$ cat config.mk
export PLATFORM = sky130hd
export DESIGN_NAME = trip_cfg_slave
export DESIGN_NICKNAME = d
export VERILOG_FILES = /design/src/rtl/tw_trip_pkg.sv /design/src/rtl/tw_line_sync.sv /design/src/rtl/tw_frame_fsm.sv /design/src/rtl/tw_cfg_bank.sv /design/src/rtl/trip_cfg_slave.sv
export SDC_FILE = /design/constraint.sdc
export NUM_CORES = 1
export LEC_CHECK = 0
export CAP_MARGIN = 20
export CORE_MARGIN = 1.5
export CORE_UTILIZATION = 45
export DETAILED_ROUTE_END_ITERATION = 8
export PLACE_DENSITY = 0.65
export SETUP_SLACK_MARGIN = 0.02
export SLEW_MARGIN = 20
export SYNTH_ARGS = -nofsm -noshare
export SYNTH_HDL_FRONTEND = slang
export SYNTH_HIERARCHICAL = 1
export SYNTH_SLANG_ARGS = --single-unit
$ cat constraint.sdc
create_clock -name clk -period 2.9 [get_ports clk]
set_input_delay 0.58 -clock clk [delete_from_list [all_inputs] [get_ports clk]]
set_output_delay 0.58 -clock clk [all_outputs]
set_load 0.02 [all_outputs]
$ cat src/rtl/tw_trip_pkg.sv
package tw_trip_pkg;
    localparam int BYTE_BITS   = 8;
    localparam int TRIPLET_LEN = 3;
    localparam int MAIN_W      = 15;
    localparam int REF_W       = 9;
    localparam int THR_W       = 4;
    localparam int DAC_W       = 8;
    localparam int CTL_W       = 5;
    localparam int SW_W        = 3;
    localparam int MODE_W      = 4;
    localparam logic [4:0] DEV_ID_HI = 5'b11000;

    typedef enum logic [2:0] {
        ST_IDLE,
        ST_ADDR,
        ST_ADDR_ACK,
        ST_DATA,
        ST_DATA_ACK,
        ST_IGNORE,
        ST_HALT
    } tw_state_e;

    typedef enum logic [1:0] {
        GRP_A = 2'b00,
        GRP_B = 2'b01,
        GRP_C = 2'b10,
        GRP_D = 2'b11
    } grp_e;

    typedef struct packed {
        logic [MAIN_W-1:0] main_div;
        logic [REF_W-1:0]  ref_div;
        logic [THR_W-1:0]  thr_a;
        logic [THR_W-1:0]  thr_b;
        logic [THR_W-1:0]  thr_c;
        logic [DAC_W-1:0]  dac_a;
        logic [DAC_W-1:0]  dac_b;
        logic [DAC_W-1:0]  dac_c;
        logic [CTL_W-1:0]  loop_ctl;
        logic [SW_W-1:0]   sw;
        logic [MODE_W-1:0] mode;
    } cfg_t;
endpackage

$ cat src/rtl/tw_line_sync.sv
module tw_line_sync #(
    parameter int SYNC_STAGES = 2
) (
    input  logic clk,
    input  logic rst_n,
    input  logic scl_i,
    input  logic sda_i,
    output logic sda_s,
    output logic scl_rise,
    output logic scl_fall,
    output logic start_ev,
    output logic stop_ev
);
    logic [SYNC_STAGES-1:0] scl_ff;
    logic [SYNC_STAGES-1:0] sda_ff;
    logic                   scl_s;
    logic                   scl_p;
    logic                   sda_p;

    // Idle bus level is high, so reset to 1 to avoid false events.
    always_ff @(posedge clk or negedge rst_n) begin
        if (!rst_n) begin
            scl_ff <= '1;
            sda_ff <= '1;
            scl_p  <= 1'b1;
            sda_p  <= 1'b1;
        end else begin
            scl_ff[0] <= scl_i;
            sda_ff[0] <= sda_i;
            for (int i = 1; i < SYNC_STAGES; i++) begin
                scl_ff[i] <= scl_ff[i-1];
                sda_ff[i] <= sda_ff[i-1];
            end
            scl_p <= scl_s;
            sda_p <= sda_s;
        end
    end

    assign scl_s    = scl_ff[SYNC_STAGES-1];
    assign sda_s    = sda_ff[SYNC_STAGES-1];
    assign scl_rise = scl_s & ~scl_p;
    assign scl_fall = ~scl_s & scl_p;
    assign start_ev = scl_s & scl_p & sda_p & ~sda_s;
    assign stop_ev  = scl_s & scl_p & ~sda_p & sda_s;
endmodule

$ cat src/rtl/tw_frame_fsm.sv
module tw_frame_fsm
    import tw_trip_pkg::*;
(
    input  logic                 clk,
    input  logic                 rst_n,
    input  logic                 sda_s,
    input  logic                 scl_rise,
    input  logic                 scl_fall,
    input  logic                 start_ev,
    input  logic                 stop_ev,
    input  logic                 adr_sel,
    output logic                 sda_drive,
    output logic                 load_sh,
    output logic                 wr_en,
    output logic [1:0]           wr_grp,
    output logic [1:0]           wr_slot,
    output logic [BYTE_BITS-1:0] wr_byte,
    output logic                 commit_stb,
    output logic                 commit_q
);
    localparam int CNT_W = $clog2(BYTE_BITS + 1);
    localparam logic [CNT_W-1:0] CNT_FULL  = CNT_W'(BYTE_BITS);
    localparam logic [1:0]       SLOT_LAST = 2'(TRIPLET_LEN - 1);

    tw_state_e            st, nxt;
    logic [CNT_W-1:0]     bit_cnt;
    logic [BYTE_BITS-1:0] shreg;
    logic [1:0]           slot;
    logic [1:0]           grp;
    logic                 sess_live;
    logic                 err;
    logic                 byte_end;
    logic                 addr_hit;
    logic                 mid_trip;

    assign byte_end = scl_fall && (bit_cnt == CNT_FULL);
    assign addr_hit = (shreg == {DEV_ID_HI, adr_sel, 2'b00});
    assign mid_trip = sess_live && (slot != 2'd0);

    // State register
    always_ff @(posedge clk or negedge rst_n) begin
        if (!rst_n) st <= ST_IDLE;
        else        st <= nxt;
    end

    // Next-state logic
    always_comb begin
        nxt = st;
        unique case (st)
            ST_IDLE:     if (start_ev) nxt = ST_ADDR;
            ST_ADDR:     if (byte_end) nxt = addr_hit ? ST_ADDR_ACK : ST_IGNORE;
            ST_ADDR_ACK: if (scl_fall) nxt = ST_DATA;
            ST_DATA:     if (byte_end) nxt = ST_DATA_ACK;
            ST_DATA_ACK: if (scl_fall) nxt = ST_DATA;
            ST_IGNORE:   nxt = st;
            ST_HALT:     nxt = st;
            default:     nxt = ST_IDLE;
        endcase
        if (start_ev && (st != ST_IDLE))
            nxt = ((st == ST_HALT) || mid_trip) ? ST_HALT : ST_ADDR;
        if (stop_ev)
            nxt = ST_IDLE;
    end

    // Outputs and datapath
    always_ff @(posedge clk or negedge rst_n) begin
        if (!rst_n) begin
            bit_cnt   <= '0;
            shreg     <= '0;
            slot      <= '0;
            grp       <= '0;
            sess_live <= 1'b0;
            err       <= 1'b0;
            sda_drive <= 1'b0;
            commit_q  <= 1'b0;
        end else begin
            sda_drive <= (nxt == ST_ADDR_ACK) || (nxt == ST_DATA_ACK);
            commit_q  <= commit_stb;
            if (start_ev) begin
                bit_cnt <= '0;
                if (st == ST_IDLE) begin
                    sess_live <= 1'b0;
                    err       <= 1'b0;
                    slot      <= '0;
                end else if ((st != ST_HALT) && mid_trip) begin
                    err <= 1'b1;
                end
            end else if (stop_ev) begin
                sess_live <= 1'b0;
                err       <= 1'b0;
                bit_cnt   <= '0;
            end else begin
                if (scl_rise && ((st == ST_ADDR) || (st == ST_DATA)) && (bit_cnt < CNT_FULL)) begin
                    shreg   <= {shreg[BYTE_BITS-2:0], sda_s};
                    bit_cnt <= bit_cnt + 1'b1;
                end
                if (byte_end && (st == ST_ADDR) && addr_hit)
                    sess_live <= 1'b1;
                if (byte_end && (st == ST_DATA)) begin
                    if (slot == 2'd0) grp <= shreg[BYTE_BITS-1 -: 2];
                    slot <= (slot == SLOT_LAST) ? 2'd0 : slot + 2'd1;
                end
                if (scl_fall && ((st == ST_ADDR_ACK) || (st == ST_DATA_ACK)))
                    bit_cnt <= '0;
            end
        end
    end

    assign wr_en      = byte_end && (st == ST_DATA);
    assign wr_grp     = (slot == 2'd0) ? shreg[BYTE_BITS-1 -: 2] : grp;
    assign wr_slot    = slot;
    assign wr_byte    = shreg;
    assign load_sh    = start_ev && (st == ST_IDLE);
    assign commit_stb = stop_ev && sess_live && !err;
endmodule

$ cat src/rtl/tw_cfg_bank.sv
module tw_cfg_bank
    import tw_trip_pkg::*;
(
    input  logic                 clk,
    input  logic                 rst_n,
    input  logic                 load_sh,
    input  logic                 wr_en,
    input  logic [1:0]           wr_grp,
    input  logic [1:0]           wr_slot,
    input  logic [BYTE_BITS-1:0] wr_byte,
    input  logic                 commit_stb,
    output cfg_t                 act
);
    cfg_t sh;

    always_ff @(posedge clk or negedge rst_n) begin
        if (!rst_n) begin
            sh  <= '0;
            act <= '0;
        end else begin
            if (load_sh) begin
                sh <= act;
            end else if (wr_en) begin
                unique case (grp_e'(wr_grp))
                    GRP_A: begin
                        if (wr_slot == 2'd0) sh.main_div[14:12] <= wr_byte[2:0];
                        if (wr_slot == 2'd1) sh.main_div[11:6]  <= wr_byte[5:0];
                        if (wr_slot == 2'd2) sh.main_div[5:0]   <= wr_byte[5:0];
                    end
                    GRP_B: begin
                        if (wr_slot == 2'd0) begin
                            sh.ref_div[8] <= wr_byte[4];
                            sh.thr_a      <= wr_byte[3:0];
                        end
                        if (wr_slot == 2'd1) begin
                            sh.ref_div[7:4] <= wr_byte[7:4];
                            sh.thr_b        <= wr_byte[3:0];
                        end
                        if (wr_slot == 2'd2) begin
                            sh.ref_div[3:0] <= wr_byte[7:4];
                            sh.thr_c        <= wr_byte[3:0];
                        end
                    end
                    GRP_C: begin
                        if (wr_slot == 2'd1) sh.dac_a <= wr_byte;
                        if (wr_slot == 2'd2) sh.dac_b <= wr_byte;
                    end
                    GRP_D: begin
                        if (wr_slot == 2'd0) sh.loop_ctl <= wr_byte[4:0];
                        if (wr_slot == 2'd1) begin
                            sh.sw   <= wr_byte[7:5];
                            sh.mode <= wr_byte[3:0];
                        end
                        if (wr_slot == 2'd2) sh.dac_c <= wr_byte;
                    end
                    default: sh <= sh;
                endcase
            end
            if (commit_stb)
                act <= sh;
        end
    end
endmodule

$ cat src/rtl/trip_cfg_slave.sv
module trip_cfg_slave
    import tw_trip_pkg::*;
#(
    parameter int SYNC_STAGES = 2
) (
    input  logic              clk,
    input  logic              rst_n,
    input  logic              scl_i,
    input  logic              sda_i,
    input  logic              adr_sel_i,
    output logic              sda_drive_o,
    output logic [MAIN_W-1:0] main_div_o,
    output logic [REF_W-1:0]  ref_div_o,
    output logic [THR_W-1:0]  thr_a_o,
    output logic [THR_W-1:0]  thr_b_o,
    output logic [THR_W-1:0]  thr_c_o,
    output logic [DAC_W-1:0]  dac_a_o,
    output logic [DAC_W-1:0]  dac_b_o,
    output logic [DAC_W-1:0]  dac_c_o,
    output logic [CTL_W-1:0]  loop_ctl_o,
    output logic [SW_W-1:0]   sw_o,
    output logic [MODE_W-1:0] mode_o,
    output logic              commit_o
);
    logic                 sda_s, scl_rise, scl_fall, start_ev, stop_ev;
    logic                 load_sh, wr_en, commit_stb;
    logic [1:0]           wr_grp, wr_slot;
    logic [BYTE_BITS-1:0] wr_byte;
    cfg_t                 act;

    tw_line_sync #(.SYNC_STAGES(SYNC_STAGES)) u_sync (
        .clk      (clk),
        .rst_n    (rst_n),
        .scl_i    (scl_i),
        .sda_i    (sda_i),
        .sda_s    (sda_s),
        .scl_rise (scl_rise),
        .scl_fall (scl_fall),
        .start_ev (start_ev),
        .stop_ev  (stop_ev)
    );

    tw_frame_fsm u_fsm (
        .clk        (clk),
        .rst_n      (rst_n),
        .sda_s      (sda_s),
        .scl_rise   (scl_rise),
        .scl_fall   (scl_fall),
        .start_ev   (start_ev),
        .stop_ev    (stop_ev),
        .adr_sel    (adr_sel_i),
        .sda_drive  (sda_drive_o),
        .load_sh    (load_sh),
        .wr_en      (wr_en),
        .wr_grp     (wr_grp),
        .wr_slot    (wr_slot),
        .wr_byte    (wr_byte),
        .commit_stb (commit_stb),
        .commit_q   (commit_o)
    );

    tw_cfg_bank u_bank (
        .clk        (clk),
        .rst_n      (rst_n),
        .load_sh    (load_sh),
        .wr_en      (wr_en),
        .wr_grp     (wr_grp),
        .wr_slot    (wr_slot),
        .wr_byte    (wr_byte),
        .commit_stb (commit_stb),
        .act        (act)
    );

    assign main_div_o = act.main_div;
    assign ref_div_o  = act.ref_div;
    assign thr_a_o    = act.thr_a;
    assign thr_b_o    = act.thr_b;
    assign thr_c_o    = act.thr_c;
    assign dac_a_o    = act.dac_a;
    assign dac_b_o    = act.dac_b;
    assign dac_c_o    = act.dac_c;
    assign loop_ctl_o = act.loop_ctl;
    assign sw_o       = act.sw;
    assign mode_o     = act.mode;
endmodule

* Word-level counts from Yosys, hierarchy flattened *
Index checks and enable logic that the tools add are counted.

word-level totals
  word-level logic and storage cells = 173
  register bits after elaboration = 173
  input bits = 5

cells by class
  equal/unequal tests = 19
  order comparisons = 1
  add/subtract/negate cells = 2
  reductions and logical operators = 53
  multiplexer cells = 46
  bitwise operators = 13

operator list
  operator                                       number
  2-to-1 mux 72 bit                              2
  AND reduction 3 bit                            14
  2-to-1 mux 4 bit                               9
  2-to-1 mux 3 bit                               9
  nonzero test 2 bit                             11
  2-to-1 mux 21 bit                              1
  2-to-1 mux 20 bit                              1
  2-to-1 mux 16 bit                              1
  2-to-1 mux 8 bit                               2
  2-to-1 mux 15 bit                              1
  one-hot mux 3 bit (5 select lines)             1
  logical AND 1 bit                              13
  == test 3 bit, second input constant           4
  2-to-1 mux 2 bit                               6
  2-to-1 mux 6 bit                               2
  == test 3 x 2 -> 1 bit, second input constant  3
  2-to-1 mux 1 bit                               9
  == test 8 bit                                  1
  AND 1 bit                                      7
  2-to-1 mux 7 bit                               1
  == test 2 bit, second input constant           3
  inequality test 3 bit, second input constant   2
  inverter 1 bit                                 6
  nonzero test 3 bit                             2
  other kinds (16)                               23

* Longest topological paths before layout *
  depth after elaboration = 9
  mapped depth = 11
  depth with buffers taken out = 7

* By module *
Netlist, hierarchy kept.

modules (own cells, without submodules)
  module        seq. area each (um^2)  cells each  area each (um^2)  instances
  tw_cfg_bank   3603.5                 585         6492.5            1
  tw_frame_fsm  575.6                  120         1270.0            1
  tw_line_sync  157.7                  10          190.2             1

* Least setup slack after synthesis *
OpenSTA, ideal clock, no wires.

  path kind = reg-to-reg
  start = register u_sync.scl_p
  end = register u_bank/sh[69] (netlist name)
  clock period less this slack = 2.228 ns
  stages on the path, launching flop included = 9
  data required time = 2.777 ns
  setup time = 0.123 ns
  path buffers = 2
  arrival time = 2.104 ns
  path slack = 0.672 ns
  cells stage by stage = dfstp_2 > nor2b_1 > and4b_1 > buf_6 > and3_2 > buf_2 > or4b_4 > o21ai_1 > a21oi_1

on the way
  elaborated cells on any way between the ends = 12
  classes of those cells = 1 x mux; 4 x bitwise; 7 x reduce/logical

RTL lines
  what                                  line                  source
  from (decl)                           tw_line_sync.sv:17    logic scl_p;
  from (signal assigned)                tw_line_sync.sv:34    scl_p <= scl_s;
  AND 1 bit                             tw_line_sync.sv:42    assign scl_fall = ~scl_s & scl_p;
  named net scl_fall                    trip_cfg_slave.sv:25  logic sda_s, scl_rise, scl_fall, start_ev, stop_ev;
  logical AND 1 bit                     tw_frame_fsm.sv:36    assign byte_end = scl_fall && (bit_cnt == CNT_FULL);
  logical AND 1 bit                     tw_frame_fsm.sv:109   assign wr_en = byte_end && (st == ST_DATA);
  named net wr_en                       trip_cfg_slave.sv:26  logic load_sh, wr_en, commit_stb;
  nonzero test 2 bit (no source line)   n/a
  AND reduction 3 bit (no source line)  n/a
  to (signal assigned)                  tw_cfg_bank.sv:22     sh <= act;
  to (signal assigned)                  tw_cfg_bank.sv:56     default: sh <= sh;
  to (decl)                             tw_cfg_bank.sv:14     cfg_t sh;

The timed path passes the listed nets, and every way through them passes these cells.
A chain may end at the register's enable or synchronous reset.

* Worst setup path after layout *
  start = register u_sync.scl_p
  end = register u_bank/sh[40] (netlist name)

The elaborated chain is that of the path after synthesis.

==> summary.txt <==
Routing
  • WL final: 19.3 mm
  • ANT nets after route: 0
  • Drt first pass iters: 5
  • Wire per inst: ~19 um
  • Routed vias: 5902
  • Via-per-instance ratio: approximately 5.9
  • DRC Markers: 0
  • First DRT Iteration DRCs: 458

Timing
  • Fmax: between 300 and 400 MHz
  • Slew margin rel.: a little over half
  • RSZ-0062 raised after global routing: false
  • Setup TNS: 0 ps
  • Clock Skew: about 9.4 ps
  • Hold Vio Cnt, Final: 0
  • Min cycle time layout: 2630 ps
  • Final worst slack: ~270 ps
  • Tcrit/Tclk final: 90.7%
  • Finish-stage setup viols: 0
  • Slew @ Worst Pin: just over 700 ps
  • Slew Viols, Final: 0

Clock network
  • Post-CTS sizing: 0
  • Clk slew on worst S/H paths: about 60 ps
  • Hold Buf Count CTS: 0
  • TritonCTS clock tree: done
  • Post-CTS Repair Setup Buffers: 0
  • Clock Sinks: about 170
  • Clock Path Buffers: 2
  • Root buffer cell: clkbuf_16
  • CTS buffer count: 17
  • Clock Latency Late Sink: 430 ps
  • H-tree Lvls: 4

Placement
  • Setup WS pre-CTS: 360 ps
  • IO Port Bufs: between 70 and 80
  • GPL Wtd Cong: between 0.8 and 0.9
  • Post-DP HPWL: between 10 and 15 mm

GRT
  • Overflow after GRT: 0
  • First-pass GRT wire length: between 30 and 40 mm
  • Initial antenna violation count: 0
  • Number of global-route vias before repair: around 5900
  • GRT Overall Usage: between 20% and 30%
  • Largest net degree at the start of global routing: 78

Worst setup path
  • Startpoint types: flip-flop
  • Critical path peak fanout: 14
  • Flop2flop setup slack: around 270 ps
  • Crit. End Element: flip-flop
  • Arrival time at the worst endpoint: 2930 ps
  • Worst Path Required: 3190 ps
  • Max incr delay on CP: 540 ps
  • Setup CP Type: flip-flop to flip-flop
  • Crit path cell chain: nor2b_1 -> and4b_1 -> and3_2 -> nand3b_1 -> o21ai_0 -> a21oi_1
  • Crit path max-delay cell type: dfstp_2
  • Crit path buf inv count: 0
  • Top delay family on crit path: simple AND/OR/NAND/NOR gates

Layout
  • Share of layout cells above drive strength 1: about a fifth
  • # diodes: 0
  • Area grow syn2layout: 20.1%
  • Filler cells: ~1500
  • Final net count: about 780

Synthesis
  • Synth Flop Type: dfrtp_1
  • Gate Count Post-Synth: about 720
  • Compound-Gate Fraction of Synth Area: roughly 17%
  • Synth Area in XOR/XNOR: less than 1%
  • Post-synthesis mux area share: 11.9%
  • Largest family of logic cells by synthesized area: compound AO/OA/AOI/OAI gates
  • Seq/Total Area, Yosys: 54.5%
  • Synthesis-stage register bit count: 173
  • Post-synth EDFFs: 0
  • YS warnings: 6
  • Cell area after synthesis: about 8000 sq um
  • Post-Synth Adder-Cell Area: 0.315%
  • Distinct cells, synth: 52
  • Simple-gate area share of the yosys netlist: ~11%
  • Mean Syn Cell Area: 11.1 sq um
  • Syn nets: between 700 and 800
  • Async SR Flop Fraction: 100%

Floorplanning
  • Initial core utilization: between 40% and 50%
  • Site Rows: between 40 and 50
  • Die height: between 100 and 150 um
  • Core Box Area: 17300 sq um
  • Num ports: around 80
  • Die X: approximately 140 um
  • Die area: 18500 sq um

Run status
  • Outcome: completed

Power and ir drop
  • PwrDens: roughly 750 nW/um^2
  • Leakage: about 4.2 nW
  • Peak supply drop: 0.442 mV

Hold path
  • Hold WC Path Type: input port to asynchronous set/reset pin

Flow run
  • Max cap viols: 0
through the flow:
| stage | utilization, % | total power (W) | hold slack, ps | cell area [sq um] | instances |
|---|---|---|---|---|---|
| after detailed placement | 51.5 | 0.00469 | 347 | 8900 | 975 |
| after floorplan | - | 0.00418 | 284 | 7950 | 715 |
| after CTS | 55.2 | 0.00717 | 119 | 9550 | 1007 |
| final | 55.2 | 0.00714 | 106 | 9550 | 1007 |
| after global routing | 55.2 | 0.00749 | 135 | 9550 | 1007 |
| after global placement | 51.5 | 0.00458 | 346 | 8900 | 975 |
layout by cell type, fill, tap and decap left out, drive strengths merged, types with 2 or more instances in the layout:
master / n
a2111oi: 2
a211oi: 3
a21oi: 77
a31oi: 75
and3: 6
and3b: 4
and4b: 4
buf: 22
bufinv: 4
clkbuf: 23
clkdlybuf4s50: 77
clkinv: 4
clkinvlp: 2
dfrtp: 167
dfstp: 6
ha: 2
inv: 5
mux2: 84
nand2: 7
nand2b: 5
nand3: 4
nand3b: 4
nor2: 9
nor2b: 79
nor3: 7
nor3b: 2
o21ai: 77
o31ai: 2
or2: 3
xnor2: 2
cells by family (layout without fill, tap and decap cells):
kind of cell	count (synthesis)	after routing
buf+inv	70	137
flops	173	173
compound gates	244	244
mux	84	84
xor+xnor	3	3
simple gates	139	139
fa+ha+maj	2	2
sequential cells by signal, summed over array words and instances (netlist names), 2 cells and up:
| signal | flops |
|---|---|
| u_fsm/bit_cnt | 4 |
| u_fsm/grp | 2 |
| u_fsm/st | 3 |
| u_bank/act | 72 |
| u_fsm/wr_slot | 2 |
| u_sync/scl_ff | 2 |
| u_bank/sh | 72 |
| u_fsm/wr_byte | 8 |
| u_sync/sda_ff | 2 |
synthesized netlist by cell type (2+ instances only):
master	number	area share [%]
nand2b_1	5	0.39
ha_1	2	0.31
nand3b_1	4	0.38
buf_6	5	0.71
nor3_1	7	0.44
or2_2	3	0.24
buf_4	5	0.47
nand2_1	7	0.33
inv_1	6	0.28
clkbuf_1	27	1.3
dfstp_2	6	2.0
a21oi_1	77	4.8
and3_2	4	0.38
dfrtp_1	167	53
and3b_1	4	0.44
nor2b_1	79	6.2
xnor2_1	2	0.22
mux2_2	83	12
buf_2	25	1.6
a31oi_1	75	5.9
nor2_1	8	0.38
and4b_1	4	0.50
o21ai_0	62	3.9
and3_1	2	0.16
a211oi_2	2	0.31
o21ai_1	15	0.94
nand3_1	4	0.25
area by class of cell:
cell class                 count  area [sq um]  share of cell area [%]
sequential                   173          4340                    45.4
inverter                       6          23.8                   0.249
tap                          225           282                    2.95
clock buffer                  23           488                    5.11
clock inverter                 9           158                    1.65
timing repair buffer          99           990                    10.4
multi-input combinational    472          3270                    34.3
path summary, 6_finish.rpt:
check                      depth (start not counted)               end              from
max                                                6     u_bank/sh[40]      u_sync/scl_p
min                                                1    u_bank/act[53]             rst_n
max reg2reg                                        6     u_bank/sh[40]      u_sync/scl_p
min reg2reg                                        0  u_sync/sda_ff[1]  u_sync/sda_ff[0]
max in group asynchronous                          2  u_sync/scl_ff[0]             rst_n
min in group clk                                   0  u_sync/sda_ff[1]  u_sync/sda_ff[0]
power by group:
part | internal (W) | leakage [nW] | total (W) | switching, W
registers | 0.00295 | 2.28 | 0.00341 | 0.000457
clock network | 0.00154 | 0.310 | 0.00247 | 0.000935
logic | 0.000502 | 1.65 | 0.00125 | 0.000752
worst register-to-register path, cell delays in order, from the launching register on:
cell and delay, ps:
dfstp_2 540, nor2b_1 300, and4b_1 400, and3_2 390, nand3b_1 400, o21ai_0 350
a21oi_1 110
metal layers:
layer / GRT usage [%] / wire length, um / vias up
li1: - / - / 2699
met1: 28.9 / 8640 / 3024
met4: 7.74 / 305 / 0
met5: 0 / 0 / -
met2: 35.4 / 9490 / 153
met3: 4.10 / 818 / 26
(Power assumes the default switching activity.)
